===== config.mk =====
export PLATFORM = sky130hd
export DESIGN_NAME = keyed_watchdog
export DESIGN_NICKNAME = d
export VERILOG_FILES = /design/src/rtl/wdt_pkg.sv /design/src/rtl/wdt_regif.sv /design/src/rtl/wdt_counter.sv /design/src/rtl/wdt_event.sv /design/src/rtl/keyed_watchdog.sv
export SDC_FILE = /design/constraint.sdc
export NUM_CORES = 1
export LEC_CHECK = 0
export BUFFER_PORTS_ARGS = -buffer_cell sky130_fd_sc_hd__buf_4
export CORE_ASPECT_RATIO = 1.1
export CORE_MARGIN = 8
export CORE_UTILIZATION = 35
export CTS_CLUSTER_SIZE = 40
export DETAILED_ROUTE_END_ITERATION = 6
export GPL_TIMING_DRIVEN = 1
export PLACE_DENSITY_LB_ADDON = 0.15
export SLEW_MARGIN = 20
export SYNTH_ARGS = -nofsm -noshare
export SYNTH_HDL_FRONTEND = slang
export SYNTH_HIERARCHICAL = 1
export SYNTH_SLANG_ARGS = --single-unit

===== constraint.sdc =====
create_clock -name clk -period 2.5 [get_ports clk]
set_clock_uncertainty 0.2 [all_clocks]
set_input_delay 0 -clock clk [delete_from_list [all_inputs] [get_ports clk]]
set_output_delay 0 -clock clk [all_outputs]
set_load 0.02 [all_outputs]

===== src/rtl/wdt_pkg.sv =====
package wdt_pkg;

    localparam int NUM_SEL  = 4;
    localparam int BIT_HOLD = 7;
    localparam int BIT_RSVH = 6;
    localparam int BIT_RSVL = 5;
    localparam int BIT_MODE = 4;
    localparam int BIT_CLR  = 3;
    localparam int BIT_SRC  = 2;

    typedef enum logic [1:0] {
        IVL_LONG  = 2'b00,
        IVL_MID   = 2'b01,
        IVL_SHORT = 2'b10,
        IVL_TINY  = 2'b11
    } ivl_e;

    typedef struct packed {
        logic       hold;
        logic [1:0] rsv;
        logic       ivl_mode;
        logic       src_slow;
        ivl_e       ivl;
    } ctrl_t;

    localparam ctrl_t CTRL_RST = '{hold: 1'b0, rsv: 2'b00, ivl_mode: 1'b0,
                                   src_slow: 1'b0, ivl: IVL_LONG};

    // counter bit whose reach ends the interval
    function automatic int tap_of(input logic [1:0] sel);
        case (sel)
            2'b00:   tap_of = 15;
            2'b01:   tap_of = 13;
            2'b10:   tap_of = 9;
            default: tap_of = 6;
        endcase
    endfunction

    function automatic ctrl_t ctrl_from_byte(input logic [7:0] b);
        ctrl_t c;
        c.hold     = b[BIT_HOLD];
        c.rsv      = b[BIT_RSVH:BIT_RSVL];
        c.ivl_mode = b[BIT_MODE];
        c.src_slow = b[BIT_SRC];
        c.ivl      = ivl_e'(b[1:0]);
        return c;
    endfunction

    function automatic logic [7:0] ctrl_to_byte(input ctrl_t c);
        logic [7:0] b;
        b            = '0;
        b[BIT_HOLD]  = c.hold;
        b[BIT_RSVH:BIT_RSVL] = c.rsv;
        b[BIT_MODE]  = c.ivl_mode;
        b[BIT_CLR]   = 1'b0;
        b[BIT_SRC]   = c.src_slow;
        b[1:0]       = c.ivl;
        return b;
    endfunction

endpackage


===== src/rtl/wdt_regif.sv =====
module wdt_regif
    import wdt_pkg::*;
#(
    parameter logic [7:0] WR_KEY = 8'h5A,
    parameter logic [7:0] RD_KEY = 8'h69
) (
    input  logic        clk,
    input  logic        por,
    input  logic        wr_en,
    input  logic [15:0] wr_data,
    output ctrl_t       ctrl_q,
    output logic        clr_req,
    output logic        bad_req,
    output logic [15:0] rd_data
);

    logic key_ok;

    assign key_ok  = (wr_data[15:8] == WR_KEY);
    assign clr_req = wr_en & key_ok & wr_data[BIT_CLR];
    assign bad_req = wr_en & ~key_ok;

    always_ff @(posedge clk) begin
        if (por) begin
            ctrl_q <= CTRL_RST;
        end else if (wr_en && key_ok) begin
            ctrl_q <= ctrl_from_byte(wr_data[7:0]);
        end
    end

    assign rd_data = {RD_KEY, ctrl_to_byte(ctrl_q)};

    // an unkeyed write must not alter the control byte
    a_r1_ctrl_kept: assert property (@(posedge clk) disable iff (por)
        (wr_en && !key_ok) |=> $stable(ctrl_q));

endmodule


===== src/rtl/wdt_counter.sv =====
module wdt_counter
    import wdt_pkg::*;
#(
    parameter int CNT_W = 16
) (
    input  logic  clk,
    input  logic  por,
    input  logic  sys_rst,
    input  logic  clr_req,
    input  logic  fast_ce,
    input  logic  slow_ce,
    input  ctrl_t ctrl_q,
    output logic  expire
);

    logic [CNT_W-1:0] cnt_q;
    logic [CNT_W-1:0] last_val [NUM_SEL];
    logic             ce_sel;
    logic             tick;
    logic             at_last;

    for (genvar gi = 0; gi < NUM_SEL; gi++) begin : g_lim
        localparam int TAP = tap_of(2'(gi));
        assign last_val[gi] = CNT_W'((1 << TAP) - 1);
    end

    assign ce_sel  = ctrl_q.src_slow ? slow_ce : fast_ce;
    assign tick    = ~ctrl_q.hold & ce_sel;
    assign at_last = (cnt_q >= last_val[ctrl_q.ivl]);
    assign expire  = tick & at_last & ~sys_rst & ~clr_req;

    always_ff @(posedge clk) begin
        if (por || sys_rst) begin
            cnt_q <= '0;
        end else if (clr_req) begin
            cnt_q <= '0;
        end else if (tick) begin
            cnt_q <= at_last ? '0 : cnt_q + 1'b1;
        end
    end

    // a clear leaves the count at zero
    a_r4_clear_zero: assert property (@(posedge clk) disable iff (por)
        (clr_req && !sys_rst) |=> (cnt_q == '0));

    // a held counter keeps its value
    a_r5_hold_freeze: assert property (@(posedge clk) disable iff (por)
        (ctrl_q.hold && !clr_req && !sys_rst) |=> $stable(cnt_q));

    // no advance on a cycle whose selected enable is low
    a_r9_no_tick: assert property (@(posedge clk) disable iff (por)
        (!(ctrl_q.src_slow ? slow_ce : fast_ce) && !clr_req && !sys_rst) |=> $stable(cnt_q));

    // the count never passes the longest interval
    a_r3_bound: assert property (@(posedge clk) disable iff (por)
        cnt_q <= last_val[0]);

endmodule


===== src/rtl/wdt_event.sv =====
module wdt_event (
    input  logic clk,
    input  logic por,
    input  logic expire,
    input  logic ivl_mode,
    input  logic bad_req,
    output logic rst_req,
    output logic irq,
    output logic tmo_flag
);

    always_ff @(posedge clk) begin
        if (por) begin
            rst_req  <= 1'b0;
            irq      <= 1'b0;
            tmo_flag <= 1'b0;
        end else begin
            rst_req <= bad_req | (expire & ~ivl_mode);
            irq     <= expire & ivl_mode;
            if (expire && !ivl_mode) begin
                tmo_flag <= 1'b1;
            end
        end
    end

    // the flag never falls without power-on reset
    a_r8_flag_sticky: assert property (@(posedge clk) disable iff (por)
        tmo_flag |=> tmo_flag);

    // the flag rises together with a reset request
    a_r6_flag_with_rst: assert property (@(posedge clk) disable iff (por)
        $rose(tmo_flag) |-> rst_req);

    // an interval interrupt arrives without a reset unless a bad write coincided
    a_r7_irq_quiet: assert property (@(posedge clk) disable iff (por)
        (expire && ivl_mode && !bad_req) |=> (irq && !rst_req));

endmodule


===== src/rtl/keyed_watchdog.sv =====
module keyed_watchdog
    import wdt_pkg::*;
#(
    parameter int         CNT_W  = 16,
    parameter logic [7:0] WR_KEY = 8'h5A,
    parameter logic [7:0] RD_KEY = 8'h69
) (
    input  logic        clk,
    input  logic        por,
    input  logic        sys_rst,
    input  logic        fast_ce,
    input  logic        slow_ce,
    input  logic        reg_wr,
    input  logic [15:0] reg_wdata,
    output logic [15:0] reg_rdata,
    output logic        rst_req,
    output logic        irq,
    output logic        tmo_flag
);

    ctrl_t ctrl_q;
    logic  clr_req;
    logic  bad_req;
    logic  expire;

    wdt_regif #(.WR_KEY(WR_KEY), .RD_KEY(RD_KEY)) u_regif (
        .clk     (clk),
        .por     (por),
        .wr_en   (reg_wr),
        .wr_data (reg_wdata),
        .ctrl_q  (ctrl_q),
        .clr_req (clr_req),
        .bad_req (bad_req),
        .rd_data (reg_rdata)
    );

    wdt_counter #(.CNT_W(CNT_W)) u_counter (
        .clk     (clk),
        .por     (por),
        .sys_rst (sys_rst),
        .clr_req (clr_req),
        .fast_ce (fast_ce),
        .slow_ce (slow_ce),
        .ctrl_q  (ctrl_q),
        .expire  (expire)
    );

    wdt_event u_event (
        .clk      (clk),
        .por      (por),
        .expire   (expire),
        .ivl_mode (ctrl_q.ivl_mode),
        .bad_req  (bad_req),
        .rst_req  (rst_req),
        .irq      (irq),
        .tmo_flag (tmo_flag)
    );

    // an unkeyed write requests a reset on the next cycle
    a_r1_bad_key_rst: assert property (@(posedge clk) disable iff (por)
        (reg_wr && reg_wdata[15:8] != WR_KEY) |=> rst_req);

    // the read key is always present
    a_r2_read_key: assert property (@(posedge clk) disable iff (por)
        reg_rdata[15:8] == RD_KEY);

endmodule


==> results.cfg <==
[worst_setup_path]
slowest_delay_ns = 0.32
path_cells = or2_2, ha_1, nand4b_1, nor3b_1, o21ai_1, a31oi_4, nor3b_2, nand2b_4, a21oi_1
arrival_ns = 2.33
worstPathRequired_ns = 2.50
critPathSlowestCell = dfxtp_1
critPathLaunchType = register
worst-path-buf-inv = 0
r2r-end = u_event/rst_req
rrSetupSlack_ns = 0.18
ff2ff_path_depth = 9
worst-path-stages = 9
path_class = reg -> reg
cp_top_family = simple AND/OR/NAND/NOR gates
worstSetupEndpointType = register
crit_fanout = 2
rr_startpoint = u_regif/ctrl_q[0]

[timing]
max_freq_mhz = 430
worst-slew-pin-transition_ns = 0.596
min_period_over_period = 0.929
hold_violations = 0
max_slew_margin = 0.601
finalCriticalPeriod_ns = 2.32
slew_viol_final = 0
rsz0062_at_grt = false
holdWs_ns = 0.0439
setup_violations = 0
tns_ns = 0

[routing]
vias_per_cell = 4.89
detail_route.first_pass.iterations = 4
routedWlPerCell_um = 14.0
routed_wl_mm = 3.87
ant_nets = 0
drtIter0Drc = 56
drc = 0
dr_total_vias = 1349

[floorplan]
die-area_mm2 = 0.00707
die_w_um = 80.9
initial_core_util = 0.356
pin_count = 41
rows = 26
die_y_um = 87.4
core_area_mm2 = 0.00455

[hold_path]
hp-start = reg_wdata[11]
holdPathStages = 5
whs_endpoint = u_event/rst_req
hp-class = in -> reg

[clock_tree]
cts_tree = built
cts_sinks = 26
clk_latency_ns = 0.27
ctsHtreeMaxLevel = 1
cts_made_buffers = 3
cts.clk_slew.worst_paths_ns = 0.09
clockBufferDepth = 2
post_cts_buffers = 0
root_buffer = clkbuf_8

[final_layout]
area_growth_syn_to_layout_pct = 29.2
diodes = 0
final_layout_size_suffix_gt1_frac = 0.255
fin_util = 0.460
final_area_mm2 = 0.00209
final_cells = 276
fin_nets = 250
nFillCells = 448

[logic_synthesis]
synth_top_family_by_area = simple AND/OR/NAND/NOR gates
synth-edff-count = 0
yosys.area_share.adder = 0.0541
synth.most_common_cell = dfxtp_1
synth_flop_cell = dfxtp_1
synth_top_area_frac = 0.321
yosys.area_share.xor_xnor = 0.0757
synth_seq_cells = 26
synth_area_mm2 = 0.00162
yosysUniqueCellTypes = 42
synthMuxAreaShare = 0.0579
synthCells = 173
synth.avg_cell_area_um2 = 9.37
yosysWarnings = 6
synthArstFlopShare = 0
synth-compound-area-share = 0.0664
synth_area_leaders = dfxtp_1 32%, buf_4 7.4%, xor2_1 5.9%, ha_1 5.4%, nand2b_1 5.4%
yosys-top-cells-count = 26 x dfxtp_1, 16 x buf_4, 14 x nand2b_1
yosysTopAreaCell = dfxtp_1
ys_seq_area_frac = 0.321
yosys.area_share.simple = 0.307

[placed_design]
io_buffers = 31
dp_hpwl_mm = 2.92
dpl-instance-area_mm2 = 0.00182
place_congestion = 0.922
placedCellCount = 250

[global_route]
grt.total_usage = 0.117
grt_max_degree = 19
antenna_found_initial = 0
grt_pass1_wl_mm = 6.56
grt_pass1_vias = 1454
gr-total-overflow = 0

[pwr]
ir_worst_vdd_uv = 217
p_leak_nw = 0.873
power_density_mw_per_mm2 = 375

[run_status]
status = complete, no violations

[run]
max-cap-violations = 0
worst reg2reg max path: stages, from the launching register on:
cell and delay (ns):
dfxtp_1 0.32, or2_2 0.30, ha_1 0.31, nand4b_1 0.13, nor3b_1 0.19, o21ai_1 0.15
a31oi_4 0.16, nor3b_2 0.28, nand2b_4 0.07, a21oi_1 0.16
worst max-delay path by stage:
stage / startpoint / end / slack, ns
global route: u_regif/ctrl_q[0] / u_event/rst_req / 0.01
floorplan: u_regif/ctrl_q[1] / u_event/rst_req / 0.14
finish: u_regif/ctrl_q[0] / u_event/rst_req / 0.18
CTS: u_regif/ctrl_q[0] / u_event/rst_req / 0.17
detailed placement: u_regif/ctrl_q[0] / u_event/rst_req / 0.18
global placement: u_regif/ctrl_q[0] / u_event/rst_req / 0.26
per-stage QoR:
step	power (mW)	setup WS, ns
finish	0.786	0.177
global route	0.818	0.0126
CTS	0.791	0.169
detailed placement	0.496	0.177
global placement	0.494	0.255
floorplan	0.475	0.145
layout by cell type (no fill, tap or decap), drive strengths merged, types with 4 or more instances in the layout:
master	n
nand2	6
nand3	8
and3	5
ha	7
mux2i	9
conb	9
buf	35
inv	6
xor2	11
dfxtp	26
dlygate4sd3	22
nand4	7
nand2b	15
nor3	16
clkbuf	4
nor2	5
kinds of logic after synthesis:
logic type | count (synthesis)
other cells | 2
compound gates | 13
fa+ha+maj | 7
simple gates | 75
mux | 9
flops | 26
buf+inv | 27
xor+xnor | 14
power by group:
group	switching (mW)	leakage [nW]	internal, mW	total (mW)
Sequential	0.00162	0.210	0.416	0.417
Combinational	0.0394	0.634	0.0498	0.0892
Clock	0.138	0.0288	0.141	0.279
Total	0.179	0.873	0.607	0.786
layer usage:
metal / up-vias / track usage / wire length [µm]
li1: 669 / - / -
met1: 640 / 0.124 / 1600
met2: 36 / 0.209 / 2010
met3: 4 / 0.0331 / 211
met4: 0 / 0.0455 / 55
met5: - / 0 / 0
flip-flops by register name, summed over array words and instances (netlist names):
| signal | cells |
|---|---|
| u_regif/ctrl_q | 7 |
| u_event/tmo_flag | 1 |
| u_event/rst_req | 1 |
| u_event/irq | 1 |
| u_counter/cnt_q | 16 |
repair_timing:
item | CTS | global route
hold buffers | 22 | 0
resized for setup | 0 | 0
endpoints found under the hold margin | 12 | 0
area by class of cell:
type | instances | area [µm²] | area share
flip-flops and latches | 26 | 520 | 0.249
repair buffers | 57 | 483 | 0.231
inverters | 6 | 22.5 | 0.0108
well taps | 56 | 70.1 | 0.0335
clock buffers | 4 | 55.1 | 0.0263
multi-input cells | 127 | 942 | 0.450
Power figures use the tool's default switching activity.
